$ cat src/rtl/evt_irq_pkg.sv
package evt_irq_pkg;

  localparam int unsigned NUM_LINES = 13;
  localparam int unsigned DW        = 32;
  localparam int unsigned AW        = 10;

  // event bit position driving each interrupt line
  function automatic int unsigned line_bit(int unsigned l);
    case (l)
      0:       return 27;
      1:       return 26;
      2:       return 19;
      3:       return 20;
      4:       return 25;
      5:       return 24;
      6:       return 23;
      7:       return 21;
      8:       return 31;
      9:       return 28;
      10:      return 22;
      11:      return 29;
      12:      return 30;
      default: return 0;
    endcase
  endfunction

  // reverse lookup, NUM_LINES when no line owns the bit
  function automatic int unsigned bit_line(int unsigned b);
    for (int unsigned l = 0; l < NUM_LINES; l++) begin
      if (line_bit(l) == b) return l;
    end
    return NUM_LINES;
  endfunction

endpackage

$ cat src/rtl/evt_irq_regs.sv
module evt_irq_regs
  import evt_irq_pkg::*;
#(
  parameter int unsigned    AW          = evt_irq_pkg::AW,
  parameter int unsigned    DW          = evt_irq_pkg::DW,
  parameter int unsigned    NL          = evt_irq_pkg::NUM_LINES,
  parameter logic [AW-1:0]  EVT_OFS     = 'h004,
  parameter logic [AW-1:0]  MASK_OFS    = 'h008,
  parameter logic [AW-1:0]  MGMT_OFS    = 'h040,
  parameter logic [AW-1:0]  TXC_OFS     = 'h0C4,
  parameter int unsigned    MGMT_LINE   = 6,
  parameter int unsigned    GRA_LINE    = 9,
  parameter int unsigned    GRA_CTL_BIT = 0
) (
  input  logic          clk_i,
  input  logic          rst_ni,
  input  logic          we_i,
  input  logic [AW-1:0] addr_i,
  input  logic [DW-1:0] wdata_i,
  output logic [DW-1:0] mask_q_o,
  output logic [NL-1:0] mask_line_d_o,
  output logic [NL-1:0] clr_line_o,
  output logic [NL-1:0] side_line_o
);

  logic          evt_hit, mask_hit, mgmt_hit, txc_hit;
  logic [DW-1:0] mask_q, mask_d;

  assign evt_hit  = we_i && (addr_i == EVT_OFS);
  assign mask_hit = we_i && (addr_i == MASK_OFS);
  assign mgmt_hit = we_i && (addr_i == MGMT_OFS);
  assign txc_hit  = we_i && (addr_i == TXC_OFS);

  assign mask_d = mask_hit ? wdata_i : mask_q;

  always_ff @(posedge clk_i or negedge rst_ni) begin
    if (!rst_ni) mask_q <= '0;
    else         mask_q <= mask_d;
  end

  always_comb begin
    clr_line_o    = '0;
    side_line_o   = '0;
    mask_line_d_o = '0;
    for (int unsigned l = 0; l < NL; l++) begin
      mask_line_d_o[l] = mask_d[line_bit(l)];
      clr_line_o[l]    = evt_hit && wdata_i[line_bit(l)];
    end
    if (mgmt_hit)                        side_line_o[MGMT_LINE] = 1'b1;
    if (txc_hit && wdata_i[GRA_CTL_BIT]) side_line_o[GRA_LINE]  = 1'b1;
  end

  assign mask_q_o = mask_q;

endmodule

$ cat src/rtl/evt_irq_latch.sv
module evt_irq_latch #(
  parameter int unsigned NL = evt_irq_pkg::NUM_LINES
) (
  input  logic          clk_i,
  input  logic          rst_ni,
  input  logic [NL-1:0] set_i,
  input  logic [NL-1:0] clr_i,
  output logic [NL-1:0] evt_d_o,
  output logic [NL-1:0] evt_q_o
);

  logic [NL-1:0] evt_q;

  // set after clear: a same-cycle pulse is never lost
  assign evt_d_o = (evt_q & ~clr_i) | set_i;

  always_ff @(posedge clk_i or negedge rst_ni) begin
    if (!rst_ni) evt_q <= '0;
    else         evt_q <= evt_d_o;
  end

  assign evt_q_o = evt_q;

endmodule

$ cat src/rtl/evt_irq_line.sv
module evt_irq_line (
  input  logic clk_i,
  input  logic rst_ni,
  input  logic upd_i,
  input  logic act_i,
  output logic irq_o
);

  logic irq_q;

  // touch the line only when its masked value moves
  always_ff @(posedge clk_i or negedge rst_ni) begin
    if (!rst_ni)                    irq_q <= 1'b0;
    else if (upd_i && act_i != irq_q) irq_q <= act_i;
  end

  assign irq_o = irq_q;

endmodule

$ cat src/rtl/evt_irq_agg.sv
module evt_irq_agg
  import evt_irq_pkg::*;
#(
  parameter int unsigned   AW       = evt_irq_pkg::AW,
  parameter int unsigned   DW       = evt_irq_pkg::DW,
  parameter int unsigned   NL       = evt_irq_pkg::NUM_LINES,
  parameter logic [AW-1:0] EVT_OFS  = 'h004,
  parameter logic [AW-1:0] MASK_OFS = 'h008,
  parameter logic [AW-1:0] MGMT_OFS = 'h040,
  parameter logic [AW-1:0] TXC_OFS  = 'h0C4
) (
  input  logic          clk_i,
  input  logic          rst_ni,
  input  logic          reg_we_i,
  input  logic [AW-1:0] reg_addr_i,
  input  logic [DW-1:0] reg_wdata_i,
  output logic [DW-1:0] reg_rdata_o,
  input  logic [NL-1:0] evt_set_i,
  output logic [NL-1:0] irq_o
);

  logic [DW-1:0] mask_q;
  logic [NL-1:0] mask_line_d, clr_line, side_line, set_line;
  logic [NL-1:0] evt_d, evt_q, act_d;
  logic [DW-1:0] evt_wide;
  logic          upd;

  evt_irq_regs #(
    .AW(AW), .DW(DW), .NL(NL),
    .EVT_OFS(EVT_OFS), .MASK_OFS(MASK_OFS), .MGMT_OFS(MGMT_OFS), .TXC_OFS(TXC_OFS)
  ) u_regs (
    .clk_i         (clk_i),
    .rst_ni        (rst_ni),
    .we_i          (reg_we_i),
    .addr_i        (reg_addr_i),
    .wdata_i       (reg_wdata_i),
    .mask_q_o      (mask_q),
    .mask_line_d_o (mask_line_d),
    .clr_line_o    (clr_line),
    .side_line_o   (side_line)
  );

  assign set_line = evt_set_i | side_line;

  evt_irq_latch #(.NL(NL)) u_latch (
    .clk_i   (clk_i),
    .rst_ni  (rst_ni),
    .set_i   (set_line),
    .clr_i   (clr_line),
    .evt_d_o (evt_d),
    .evt_q_o (evt_q)
  );

  assign act_d = evt_d & mask_line_d;
  assign upd   = reg_we_i | (|evt_set_i);

  for (genvar l = 0; l < NL; l++) begin : g_line
    evt_irq_line u_line (
      .clk_i  (clk_i),
      .rst_ni (rst_ni),
      .upd_i  (upd),
      .act_i  (act_d[l]),
      .irq_o  (irq_o[l])
    );
  end

  always_comb begin
    evt_wide = '0;
    for (int unsigned l = 0; l < NL; l++) evt_wide[line_bit(l)] = evt_q[l];
  end

  always_comb begin
    if (reg_addr_i == EVT_OFS)       reg_rdata_o = evt_wide;
    else if (reg_addr_i == MASK_OFS) reg_rdata_o = mask_q;
    else                             reg_rdata_o = '0;
  end

endmodule

$ cat config.mk
export PLATFORM = sky130hd
export DESIGN_NAME = evt_irq_agg
export DESIGN_NICKNAME = d
export VERILOG_FILES = /design/src/rtl/evt_irq_pkg.sv /design/src/rtl/evt_irq_regs.sv /design/src/rtl/evt_irq_latch.sv /design/src/rtl/evt_irq_line.sv /design/src/rtl/evt_irq_agg.sv
export SDC_FILE = /design/constraint.sdc
export NUM_CORES = 1
export LEC_CHECK = 0
export ABC_AREA = 1
export BUFFER_PORTS_ARGS = -buffer_cell sky130_fd_sc_hd__buf_2
export CELL_PAD_IN_SITES_DETAIL_PLACEMENT = 1
export CELL_PAD_IN_SITES_GLOBAL_PLACEMENT = 2
export CORE_MARGIN = 2
export CORE_UTILIZATION = 30
export CTS_CLUSTER_DIAMETER = 100
export DETAILED_ROUTE_END_ITERATION = 7
export PLACE_DENSITY = 0.95
export SYNTH_ARGS = -nofsm -noshare
export SYNTH_HDL_FRONTEND = slang
export SYNTH_SLANG_ARGS = --single-unit
$ cat constraint.sdc
create_clock -name clk_i -period 1.53 [get_ports clk_i]
set_input_delay 0.153 -clock clk_i [delete_from_list [all_inputs] [get_ports clk_i]]
set_output_delay 0.153 -clock clk_i [all_outputs]
set_load 0.005 [all_outputs]
==> impl_metrics.yaml <==
outcome:
  status: "finished clean"
global_route:
  grt_pass1_vias: 3171
  grt_usage: 0.167
  grt_start_max_net_pins: 52
  grt_first_pass_wirelength_um: 15200
  overflow: 0
  antenna_found_initial: 0
worst_hold_path:
  hold_path.class: "in -> reg"
  worstHoldStart: "evt_set_i[1]"
  min_path_cells: 3
  holdPathEnd: "u_latch.evt_q_o[1]$_DFF_PN0_"
worst_setup_path:
  crit_path_end_kind: "output port"
  cp_max_fo: 32
  cp.required_ps: 1380
  ff2ff_path_depth: 6
  ff2ff_setup_slack_ps: 680
  r2r_start: "u_regs.mask_q_o[30]$_DFF_PN0_"
  cp-start-kind: "input port"
  worstReg2RegEnd: "g_line[12].u_line.irq_o$_DFFE_PN0P_"
  cp.arrival_ps: 1300
  path_class: "in -> out"
die:
  die_y_um: 106
  initial_core_util: 0.307
  ios: 103
  fp.coreArea_um2: 10200
  dieArea_um2: 11300
  floorplan.rows: 37
  die_x_um: 106
timing:
  hold_viol: 0
  period_share: 0.952
  setup_ws_ps: 73.0
  post-route-min-period_ps: 1460
  slew_headroom: 0.660
  drv_slew: 0
  finClkSkew_ps: 8.14
  rsz0062_at_grt: "true"
  max_slew.worst_pin.slew_ps: 510
  setup_violations: 0
  max_freq_mhz: 686
synthesis:
  netlist_top_cells_count: "nand2_1, inv_1, dfrtp_1"
  synth_edf_count: 0
  yosys-top-cells-area: "dfrtp_1, nand2_1, inv_1"
  synth_top_area_frac: 0.462
  yosysWarnings: 0
  synth-seq-cells: 58
  synth_area_um2: 3140
  yosysUniqueCellTypes: 23
  synth_ff_type: "dfrtp_1"
  synth_nets: 468
  synthCells: 410
  yosysTopAreaCell: "dfrtp_1"
  post-synth-top-count-cell: "nand2_1"
  syn_avg_cell_area_um2: 7.67
  async_reset_ff_frac: 1.00
  synth-seq-area-share: 0.462
finish:
  layout-area-overhead-vs-synth_pct: 26.6
  fillCellCount: 1282
  layout-drive-gt1-share: 0.279
  antenna_cells_inserted: 0
  finalNetCount: 559
  stdcell_area_um2: 3980
  post-route-util: 0.389
clock_tree:
  cts_max_path_buffers: 2
  path_clk_slew_ps: 70
  clockRootBuffer: "clkbuf_8"
  htreeDepth: 3
  cts_tree: "built"
  cts_sinks: 58
  insertion_delay_ps: 330
  cts_buffers: 9
routing:
  vias_per_cell: 4.52
  num_vias: 2902
  drt_wl_total_um: 8860
  drc: 0
  drtIter0Drc: 82
  wl_per_cell_um: 13.8
  drtPass1Iterations: 4
  antenna_left: 0
run:
  timing.max_cap.violations: 0
place:
  hpwl_um: 6560
  portBuffers: 102
  post-place-ws_ps: 24.4
  place_congestion: 0.791
  dpl_cell_area_um2: 3780
power_and_ir_drop:
  p_total_uw: 3030
  vdd_ir_drop_max_mv: 0.295
  p_leak_uw: 0.00212
  powerDensity_nw_per_um2: 763
==> flip-flops by register name, summed over array words and instances, names as in the netlist <==
register	cells
u_latch.evt_q_o	13
g_line.u_line.irq_o	13
u_regs.mask_q_o	32
==> cell usage in the layout (no fill, tap or decap), types with 7 or more instances in the layout <==
master / count
o21ai_1: 10
nand3_1: 15
nand2_1: 117
buf_2: 102
nand4_1: 27
dfrtp_1: 58
clkbuf_8: 10
nor3b_1: 19
o21ai_0: 12
nor2_1: 20
buf_4: 7
inv_1: 74
buf_12: 7
==> repair_timing <==
item	CTS	global route
setup endpoints to repair	0	4
gates resized for setup	0	4
endpoints found under the hold margin	14	0
setup buffers	0	0
hold buffers	1	0
==> report_power, final <==
group,leakage [uW],switching [uW],total [uW],internal (uW)
sequential,0.000608,8.12,1560,1550
combinational,0.00143,155,260,106
clock,0.0000872,589,1210,626
total,0.00212,752,3030,2280
==> kinds of logic after synthesis <==
group | Yosys count | share of synthesized area
AO/OA/AOI/OAI | 34 | 0.0625
flip-flops | 58 | 0.462
buffers and inverters | 113 | 0.167
AND/OR/NAND/NOR | 205 | 0.309
==> metrics by stage <==
step                setup TNS [ps]  cells  hold WS (ps)
finish                           0    642          41.8
global route                 -11.4    642          46.9
global placement             -3.68    625           123
detailed placement               0    625           152
CTS                              0    642          30.9
floorplan                        0    410          -143
==> routing by layer <==
metal  routed length [um]  GRT usage  up-vias
met5                    0          0        -
met4                   61     0.0423        0
met3                  518     0.0399        9
met2                 4330      0.299       73
met1                 3950      0.202     1374
li1                     -          -     1446
==> how the worst max path moves through the flow <==
| stage | startpoint | endpoint | depth (start not counted) |
|---|---|---|---|
| after floorplan | reg_addr_i[5] | reg_rdata_o[21] | 6 |
| after global placement | reg_addr_i[0] | reg_rdata_o[20] | 8 |
| after detailed placement | reg_addr_i[0] | reg_rdata_o[20] | 8 |
| after CTS | reg_addr_i[0] | reg_rdata_o[20] | 8 |
| after global routing | reg_addr_i[5] | reg_rdata_o[20] | 8 |
| final | reg_addr_i[0] | reg_rdata_o[20] | 8 |
==> final cells by class <==
cell class              count  area, um2  area share
well taps                 136        170      0.0428
multi-input cells         239       1190       0.300
repair buffers            117        713       0.179
clock buffers              13        149      0.0374
flip-flops and latches     58       1450       0.365
inverters                  76        285      0.0717
clock inverters             3       15.0     0.00377
==> critical path, cell delays in order <==
cell	delay [ps]
buf_2	100
inv_1	40
nand2_1	130
nor2_4	170
nand2_1	110
buf_12	180
o31ai_2	230
buf_2	160
(Power assumes the default switching activity.)
